**src/rtl/mclk_prescaler_pkg.sv**
```systemverilog
package mclk_prescaler_pkg;

    typedef enum logic [1:0] {
        ST_IDLE = 2'd0,
        ST_RUN  = 2'd1,
        ST_HOLD = 2'd2
    } pre_state_e;

endpackage

```
**src/rtl/mclk_rate_latch.sv**
```systemverilog
module mclk_rate_latch #(
    parameter bit ALAW_MAP = 1'b1
) (
    input  logic clk,
    input  logic rst_n,
    input  logic sel_lvl,
    input  logic sync,
    output logic fast_q
);

    logic fast_d;

    generate
        if (ALAW_MAP) begin : g_alaw
            assign fast_d = ~sel_lvl;
        end else begin : g_mulaw
            assign fast_d = sel_lvl;
        end
    endgenerate

    always_ff @(posedge clk) begin
        if (!rst_n) begin
            fast_q <= 1'b0;
        end else if (sync) begin
            fast_q <= fast_d;
        end
    end

    // ratio only moves on a frame sync
    p_rate_hold_r7: assert property (@(posedge clk) disable iff (!rst_n)
        !sync |=> $stable(fast_q));

endmodule

```
**src/rtl/mclk_div_counter.sv**
```systemverilog
module mclk_div_counter #(
    parameter int SLOW_DIV = 6,
    parameter int FAST_DIV = 8
) (
    input  logic clk,
    input  logic rst_n,
    input  logic restart,
    input  logic run,
    input  logic fast,
    output logic wrap
);

    localparam int MAX_DIV = (FAST_DIV > SLOW_DIV) ? FAST_DIV : SLOW_DIV;
    localparam int DIV_W   = $clog2(MAX_DIV);
    localparam logic [DIV_W-1:0] FAST_LIM = DIV_W'(FAST_DIV - 1);
    localparam logic [DIV_W-1:0] SLOW_LIM = DIV_W'(SLOW_DIV - 1);

    logic [DIV_W-1:0] div_q;
    logic [DIV_W-1:0] lim;

    assign lim  = fast ? FAST_LIM : SLOW_LIM;
    assign wrap = (div_q == lim);

    always_ff @(posedge clk) begin
        if (!rst_n) begin
            div_q <= '0;
        end else if (restart) begin
            div_q <= '0;
        end else if (run) begin
            div_q <= wrap ? '0 : div_q + 1'b1;
        end
    end

    // sync restarts the divider phase
    p_div_restart_r3: assert property (@(posedge clk) disable iff (!rst_n)
        restart |=> (div_q == '0));

    // divider never runs past the selected limit
    p_div_bound_r2: assert property (@(posedge clk) disable iff (!rst_n)
        div_q <= lim);

endmodule

```
**src/rtl/mclk_prescaler.sv**
```systemverilog
module mclk_prescaler
    import mclk_prescaler_pkg::*;
#(
    parameter bit ALAW_MAP = 1'b1,
    parameter int SLOW_DIV = 6,
    parameter int FAST_DIV = 8,
    parameter int SLOTS    = 32
) (
    input  logic                     clk,
    input  logic                     rst_n,
    input  logic                     clk_sel,
    input  logic                     frame_sync,
    output logic                     tick_en,
    output logic [$clog2(SLOTS)-1:0] slot_phase
);

    localparam int SLOT_W = $clog2(SLOTS);
    localparam logic [SLOT_W-1:0] LAST_SLOT = SLOT_W'(SLOTS - 1);

    pre_state_e        state_q, state_nx;
    logic              fast_q;
    logic              wrap;
    logic              last_tick;
    logic [SLOT_W-1:0] slot_q;

    mclk_rate_latch #(.ALAW_MAP(ALAW_MAP)) u_rate (
        .clk     (clk),
        .rst_n   (rst_n),
        .sel_lvl (clk_sel),
        .sync    (frame_sync),
        .fast_q  (fast_q)
    );

    mclk_div_counter #(.SLOW_DIV(SLOW_DIV), .FAST_DIV(FAST_DIV)) u_div (
        .clk     (clk),
        .rst_n   (rst_n),
        .restart (frame_sync),
        .run     (state_q == ST_RUN),
        .fast    (fast_q),
        .wrap    (wrap)
    );

    assign last_tick = (state_q == ST_RUN) && wrap && (slot_q == LAST_SLOT);

    always_ff @(posedge clk) begin
        if (!rst_n) begin
            state_q <= ST_IDLE;
        end else begin
            state_q <= state_nx;
        end
    end

    always_comb begin
        state_nx = state_q;
        unique case (state_q)
            ST_IDLE: if (frame_sync) state_nx = ST_RUN;
            ST_RUN: begin
                if (frame_sync)     state_nx = ST_RUN;
                else if (last_tick) state_nx = ST_HOLD;
            end
            ST_HOLD: if (frame_sync) state_nx = ST_RUN;
            default: state_nx = ST_IDLE;
        endcase
    end

    always_ff @(posedge clk) begin
        if (!rst_n) begin
            slot_q <= '0;
        end else if (frame_sync) begin
            slot_q <= '0;
        end else if ((state_q == ST_RUN) && wrap && (slot_q != LAST_SLOT)) begin
            slot_q <= slot_q + 1'b1;
        end
    end

    always_comb begin
        tick_en    = (state_q == ST_RUN) && wrap;
        slot_phase = slot_q;
    end

    // a sync gives phase 0 and no tick in frame cycle 0
    p_sync_clears_r6: assert property (@(posedge clk) disable iff (!rst_n)
        frame_sync |=> (slot_phase == '0) && !tick_en);

    // each tick below the last advances the phase by one
    p_phase_steps_r4: assert property (@(posedge clk) disable iff (!rst_n)
        (tick_en && !frame_sync && (slot_phase != LAST_SLOT))
        |=> (slot_phase == $past(slot_phase) + 1'b1));

    // after the last slot the block goes quiet and holds the phase
    p_frame_cap_r5: assert property (@(posedge clk) disable iff (!rst_n)
        (tick_en && !frame_sync && (slot_phase == LAST_SLOT))
        |=> !tick_en && (slot_phase == LAST_SLOT));

    // nothing leaves the idle state except a sync
    p_idle_quiet_r1: assert property (@(posedge clk) disable iff (!rst_n)
        (state_q == ST_IDLE) && !frame_sync |=> (state_q == ST_IDLE) && !tick_en);

endmodule

```
**config.mk**
```make
export PLATFORM = sky130hd
export DESIGN_NAME = mclk_prescaler
export DESIGN_NICKNAME = d
export VERILOG_FILES = /design/src/rtl/mclk_prescaler_pkg.sv /design/src/rtl/mclk_rate_latch.sv /design/src/rtl/mclk_div_counter.sv /design/src/rtl/mclk_prescaler.sv
export SDC_FILE = /design/constraint.sdc
export NUM_CORES = 1
export LEC_CHECK = 0
export BUFFER_PORTS_ARGS = -buffer_cell sky130_fd_sc_hd__buf_2
export CORE_AREA = 2 2 39 41
export CTS_CLUSTER_DIAMETER = 200
export DETAILED_ROUTE_END_ITERATION = 10
export DIE_AREA = 0 0 41 43
export PLACE_DENSITY = 0.75
export SLEW_MARGIN = 10
export SYNTH_ARGS = -nofsm -noshare
export SYNTH_HDL_FRONTEND = slang
export SYNTH_SLANG_ARGS = --single-unit
```
**constraint.sdc**
```tcl
create_clock -name clk -period 2.5 [get_ports clk]
set_input_delay 0.125 -clock clk [delete_from_list [all_inputs] [get_ports clk]]
set_output_delay 0.125 -clock clk [all_outputs]
set_load 0.02 [all_outputs]
```
Yosys cells after proc, flatten, opt, wreduce, memory -nomap -nowiden
Cells that the tools add are included.
W data, S select, Z words.
{ "op_classes": {"n_addsub": 2, "eq_ne": 7, "bitwise": 2, "reduce_logical": 7, "n_mux": 6} }
{ "ops": {"columns": ["cell", "count"], "rows": [
  ["$mux W2", 4],
  ["$add A5 B1 Y5 const B", 1],
  ["$eq A5 B5 Y1 const B", 1],
  ["$ne A5 B5 Y1 const B", 1],
  ["$pmux W2 S2", 1],
  ["$reduce_or A2 Y1", 2],
  ["$add A3 B1 Y3 const B", 1],
  ["$eq A3 B3 Y1", 1],
  ["$logic_and A1 B1 Y1", 3],
  ["$mux W3", 1],
  ["$ne A3 B3 Y1 const B", 1],
  ["$eq A2 B1 Y1 const B", 1],
  ["$eq A2 B2 Y1 const B", 1],
  ["$logic_not A2 Y1", 1],
  ["$ne A2 B1 Y1 const B", 1],
  ["$not A1 Y1", 2],
  ["$reduce_and A2 Y1", 1]
]} }
{ "word_totals": {"elab_cells": 28, "input_bits": 4, "reg_bits": 11} }

Longest topological paths before layout
{ "depth": {"depth_word": 7, "mapped_depth": 6, "depth_no_buf": 6} }

Modules after synthesis
Synthesis repeated with hierarchy kept, for this count alone.
{ "hier_totals": {"cells_unflattened": 60, "hier_area_um2": 544.3} }
{ "modules_own_cells": {"columns": ["mod", "instances", "cells_each", "area_each_um2", "seq_area_each_um2"], "rows": [
  ["mclk_prescaler", 1, 38, 345.3, 140.1],
  ["mclk_div_counter", 1, 19, 165.2, 60.1],
  ["mclk_rate_latch", 1, 3, 33.8, 20.0]
]} }

Worst setup path before layout
No wires, ideal clock.
{ "synth_path": {"kind": "flip-flop to flip-flop", "from": "register slot_q[0], in the netlist slot_phase[0]", "to": "register slot_q[0], in the netlist slot_phase[0]", "stages_incl_launch_ff": 7, "arrival_time_ps": 1912, "n_path_buf": 0, "required_time_ps": 2430, "setup_slack_ps": 518, "cell_sequence": "dfxtp_1 ha_1 and3_1 ha_1 or3b_4 or4_1 a21oi_1"} }
{ "synth_between": {"elab_chain_len": 2, "word_cells_on_any_way": 3, "cone_classes": "add/sub: 1; eq/ne: 1; reduce/logical: 1"} }
{ "synth_rtl": {"columns": ["element", "line", "text"], "rows": [
  ["start: declaration", "mclk_prescaler.sv:24", "logic [SLOT_W-1:0] slot_q;"],
  ["start signal: assignment", "mclk_prescaler.sv:72", "slot_q <= slot_q + 1'b1;"],
  ["branches (longest 2 deep; another with $add A5 B1 Y5)", null, null]
]} }
Several ways; the timed one is not identified.
A chain may end at the register's enable or synchronous reset.

Worst setup path after layout
Ends and elaborated chain as after synthesis.

==> qor.json <==
{
  "run_status": {"value": "complete, no violations"},
  "cts_root_buf": {"value": "sky130_fd_sc_hd__clkbuf_4"},
  "antenna_cells_inserted": {"value": 0},
  "timing.final.crit_share": {"value": 0.7995},
  "globalRouteOverflowTotal": {"value": 0},
  "tritoncts_clock_tree": {"value": "built"},
  "global_route.usage.met3": {"value": 0.03141},
  "cp_common_cell": {"value": "sky130_fd_sc_hd__ha_1"},
  "dieArea": {"value": 0.001763, "unit": "mm2"},
  "synth.area.top_cells": {"value": "sky130_fd_sc_hd__dfxtp_1 (39%), sky130_fd_sc_hd__ha_1 (6.6%), sky130_fd_sc_hd__nand2_1 (5.3%), sky130_fd_sc_hd__nand2b_1 (4.4%), sky130_fd_sc_hd__o31ai_1 (4.0%)"},
  "worstHoldStart": {"value": "clk_sel"},
  "via_count": {"value": 521},
  "cpMaxStageDelayCell": {"value": "sky130_fd_sc_hd__or3b_4"},
  "finalWeightedCongestion": {"value": 0.7322},
  "layout.cells.non_filler": {"value": 91},
  "timing.critical_path.max_delay_family": {"value": "simple AND/OR/NAND/NOR gates"},
  "tightestPinTransition": {"value": 0.5452, "unit": "ns"},
  "critical_path.reg2reg.startpoint": {"value": "slot_phase[0]"},
  "clock_sink_count": {"value": 11},
  "max-cap-violations": {"value": 0},
  "synth.most_common_cell": {"value": "sky130_fd_sc_hd__dfxtp_1"},
  "power_leakage": {"value": 0.2796, "unit": "nW"},
  "nets": {"value": 83},
  "synthMuxAreaShare": {"value": 0.03524},
  "grt_antenna_before_repair": {"value": 0},
  "die_height": {"value": 43, "unit": "um"},
  "drtPass1Iterations": {"value": 4},
  "multiInputGateArea": {"value": 340.3, "unit": "um2"},
  "area_fraction_in_and_or_nand_and_nor_cells_after_synthesis": {"value": 0.2731},
  "synth_top_cell_area_share": {"value": 0.3877},
  "ys.warnings.count": {"value": 0},
  "final-max-slew-violation-count": {"value": 0},
  "drt_drc_violations_left": {"value": 0},
  "post-route-min-period": {"value": 1.999, "unit": "ns"},
  "portion_of_the_post_synthesis_area_used_by_sequential_elements": {"value": 0.3877},
  "hold_depth": {"value": 3},
  "area_growth_syn_to_layout": {"value": 16.08, "unit": "%"},
  "max_stage_delay": {"value": 0.41, "unit": "ns"},
  "die-width": {"value": 41, "unit": "um"},
  "seq_area": {"value": 220.2, "unit": "um2"},
  "hold_path.class": {"value": "in2reg"},
  "global_route.usage.met1": {"value": 0.1753},
  "irDropWorstVdd": {"value": 0.2496, "unit": "mV"},
  "rows": {"value": 14},
  "grt_pass1_wl": {"value": 1731, "unit": "um"},
  "wl": {"value": 1102, "unit": "um"},
  "power_per_cell_area": {"value": 500.9, "unit": "mW/mm2"},
  "fillers": {"value": 138},
  "first_global_vias": {"value": 440},
  "synthDistinctLibCells": {"value": 27},
  "final_antenna_net_count": {"value": 0},
  "syn_inst": {"value": 62},
  "busiest_layer": {"value": "met2"},
  "hold_end": {"value": "u_rate.fast_q"},
  "cts_max_path_buffers": {"value": 2},
  "syn-num-nets": {"value": 69},
  "place_hpwl": {"value": 819.3, "unit": "um"},
  "clk-insertion-delay-late": {"value": 0.27, "unit": "ns"},
  "r2r_slack": {"value": 0.50, "unit": "ns"},
  "total_count_of_hold_check_failures_in_the_final_report": {"value": 0},
  "timing.critical_path.fanout_max": {"value": 6},
  "cts.reportedPaths.clkPinSlew": {"value": 0.07, "unit": "ns"},
  "rsz_0062_raised_after_global_routing": {"value": "false"},
  "placed_cells": {"value": 87},
  "synth_compound_area_frac": {"value": 0.1784},
  "drive_gt1_frac": {"value": 0.1733},
  "postSynthRegisterBits": {"value": 11},
  "grt_start_max_net_pins": {"value": 9},
  "setup_total_negative_slack": {"value": 0, "unit": "ns"},
  "asyncSetResetFlopFracSynth": {"value": 0},
  "largest_family_of_logic_cells_by_synthesized_area": {"value": "simple AND/OR/NAND/NOR gates"},
  "synth_adder_area_share": {"value": 0.06608},
  "setup.worst_path.end_class": {"value": "flop"},
  "floorplan.initialDensity": {"value": 0.4105},
  "critical_path.n_buffers_inverters": {"value": 0},
  "criticalPathCategory": {"value": "reg2reg"},
  "synth.avg_cell_area": {"value": 9.162, "unit": "um2"},
  "slew_headroom": {"value": 0.6353},
  "critical_path_required": {"value": 2.71, "unit": "ns"},
  "cells_traversed_along_the_worst_timing_path": {"value": "ha_1 -> and3_1 -> ha_1 -> or3b_4 -> or4_1 -> a21oi_1"},
  "clock.fmax": {"value": 500.3, "unit": "MHz"},
  "grtUsageTotal": {"value": 0.1460},
  "synthDominantAreaCellType": {"value": "sky130_fd_sc_hd__dfxtp_1"},
  "worstPathArrival": {"value": 2.21, "unit": "ns"},
  "avgViaCountPerCell": {"value": 5.725},
  "syn_area": {"value": 568.0, "unit": "um2"},
  "avgRoutedWirePerCell": {"value": 12.11, "unit": "um"},
  "synth_common_cells": {"value": "sky130_fd_sc_hd__dfxtp_1 (11), sky130_fd_sc_hd__nand2_1 (8), sky130_fd_sc_hd__a21oi_1 (4), sky130_fd_sc_hd__nand2b_1 (4)"},
  "synthXorXnorAreaFrac": {"value": 0.04626},
  "synth_edf_count": {"value": 0},
  "post_cts_hold_buffer_count": {"value": 0},
  "post_cts.repair.setup_buffers": {"value": 0},
  "inserted_clock_buffers": {"value": 3},
  "core_area": {"value": 0.001384, "unit": "mm2"},
  "cells_resized_by_post_cts_repair": {"value": 0},
  "clock_tree.htree_level_count": {"value": 1},
  "worst_clock_skew": {"value": 0.002406, "unit": "ns"},
  "detail_route.iter0.violations": {"value": 10},
  "io_pins": {"value": 10},
  "worstSetupStartpointType": {"value": "flop"},
  "worstReg2RegEnd": {"value": "slot_phase[0]"},
  "port_buffers": {"value": 9},
  "finalSetupViolations": {"value": 0},
  "worst-r2r-cell-count": {"value": 6},
  "grtUsageMet2": {"value": 0.2188},
  "synth_top_flop_cell": {"value": "sky130_fd_sc_hd__dfxtp_1"}
}
==> layout make-up <==
| type | instances | share of cell area |
|---|---|---|
| tap | 16 | 0.03036 |
| timing repair buffer | 9 | 0.06831 |
| multi-input combinational | 49 | 0.5161 |
| inverter | 2 | 0.01139 |
| sequential | 11 | 0.3340 |
| clock buffer | 4 | 0.03985 |
==> flip-flops by register name, summed over array words and instances (netlist names) <==
signal and flops:
slot_phase 5, u_div.div_q 3, state_q 2, u_rate.fast_q 1
==> cells by family after synthesis <==
family                     after synthesis
and+or+nand+nor                         27
buffers and inverters                    2
DFF                                     11
AOI/OAI and AO/OA                       14
adders and majority gates                3
xor gates and xnor gates                 3
muxes                                    2
==> worst max-delay path by stage <==
stage                         end          start  depth (start not counted)
finish              slot_phase[0]  slot_phase[0]                          6
global route        slot_phase[4]  slot_phase[0]                          6
CTS                 slot_phase[0]  slot_phase[0]                          6
detailed placement  slot_phase[0]  slot_phase[0]                          6
global placement    slot_phase[0]  slot_phase[0]                          6
floorplan           slot_phase[0]  slot_phase[0]                          6
==> per-layer routing <==
layer / part of all wire / vias up
li1: - / 257
met1: 0.47 / 248
met5: 0 / -
met2: 0.46 / 11
met3: 0.043 / 5
met4: 0.026 / 0
==> tightest hold or removal path: stages <==
cell                      delay [ns]
sky130_fd_sc_hd__buf_2          0.08
sky130_fd_sc_hd__nand2_1        0.04
sky130_fd_sc_hd__o211a_1        0.10
==> through the flow <==
stage	setup slack, ns	instance area, um2	util	power, mW	hold slack [ns]
after floorplan	0.5178	568.0	-	0.2036	0.2628
after global placement	0.5495	633.1	0.4575	0.2109	0.3850
after detailed placement	0.5103	633.1	0.4575	0.2114	0.3983
after CTS	0.4811	659.4	0.4765	0.3356	0.1135
after global routing	0.4270	659.4	0.4765	0.3431	0.1345
final	0.5012	659.4	0.4765	0.3303	0.1165
==> where the power goes <==
part,internal (mW),total [mW],switching (mW)
Sequential,0.178,0.182,0.00375
Clock,0.0619,0.123,0.0607
Combinational,0.0110,0.0256,0.0146
Total,0.251,0.330,0.0790
==> cells in the final DEF (no fill, tap or decap) <==
cell,netlist,routed
sky130_fd_sc_hd__nand4_1,1,1
sky130_fd_sc_hd__nand2b_1,4,4
sky130_fd_sc_hd__a21o_1,1,1
sky130_fd_sc_hd__and3_1,1,1
sky130_fd_sc_hd__a21oi_1,4,4
sky130_fd_sc_hd__or2b_1,1,1
sky130_fd_sc_hd__nor4_1,2,2
sky130_fd_sc_hd__o211a_1,1,1
sky130_fd_sc_hd__xor2_1,1,1
sky130_fd_sc_hd__and2_1,1,1
sky130_fd_sc_hd__nand3_1,1,1
sky130_fd_sc_hd__nand2_1,8,8
sky130_fd_sc_hd__clkbuf_1,0,1
sky130_fd_sc_hd__nor2b_1,2,2
sky130_fd_sc_hd__buf_2,0,9
sky130_fd_sc_hd__dfxtp_1,11,11
sky130_fd_sc_hd__nand4b_1,1,1
sky130_fd_sc_hd__ha_1,3,3
sky130_fd_sc_hd__mux2i_1,2,2
sky130_fd_sc_hd__o31ai_1,3,3
sky130_fd_sc_hd__o311ai_0,2,2
sky130_fd_sc_hd__a311oi_1,1,1
sky130_fd_sc_hd__inv_1,2,2
sky130_fd_sc_hd__xnor2_1,2,2
sky130_fd_sc_hd__o211ai_1,2,2
sky130_fd_sc_hd__or3b_4,1,1
sky130_fd_sc_hd__nor2_1,2,2
sky130_fd_sc_hd__or4_1,1,1
sky130_fd_sc_hd__clkbuf_4,0,3
sky130_fd_sc_hd__nor4b_1,1,1
Note: power is estimated with default switching activity, not from simulation.
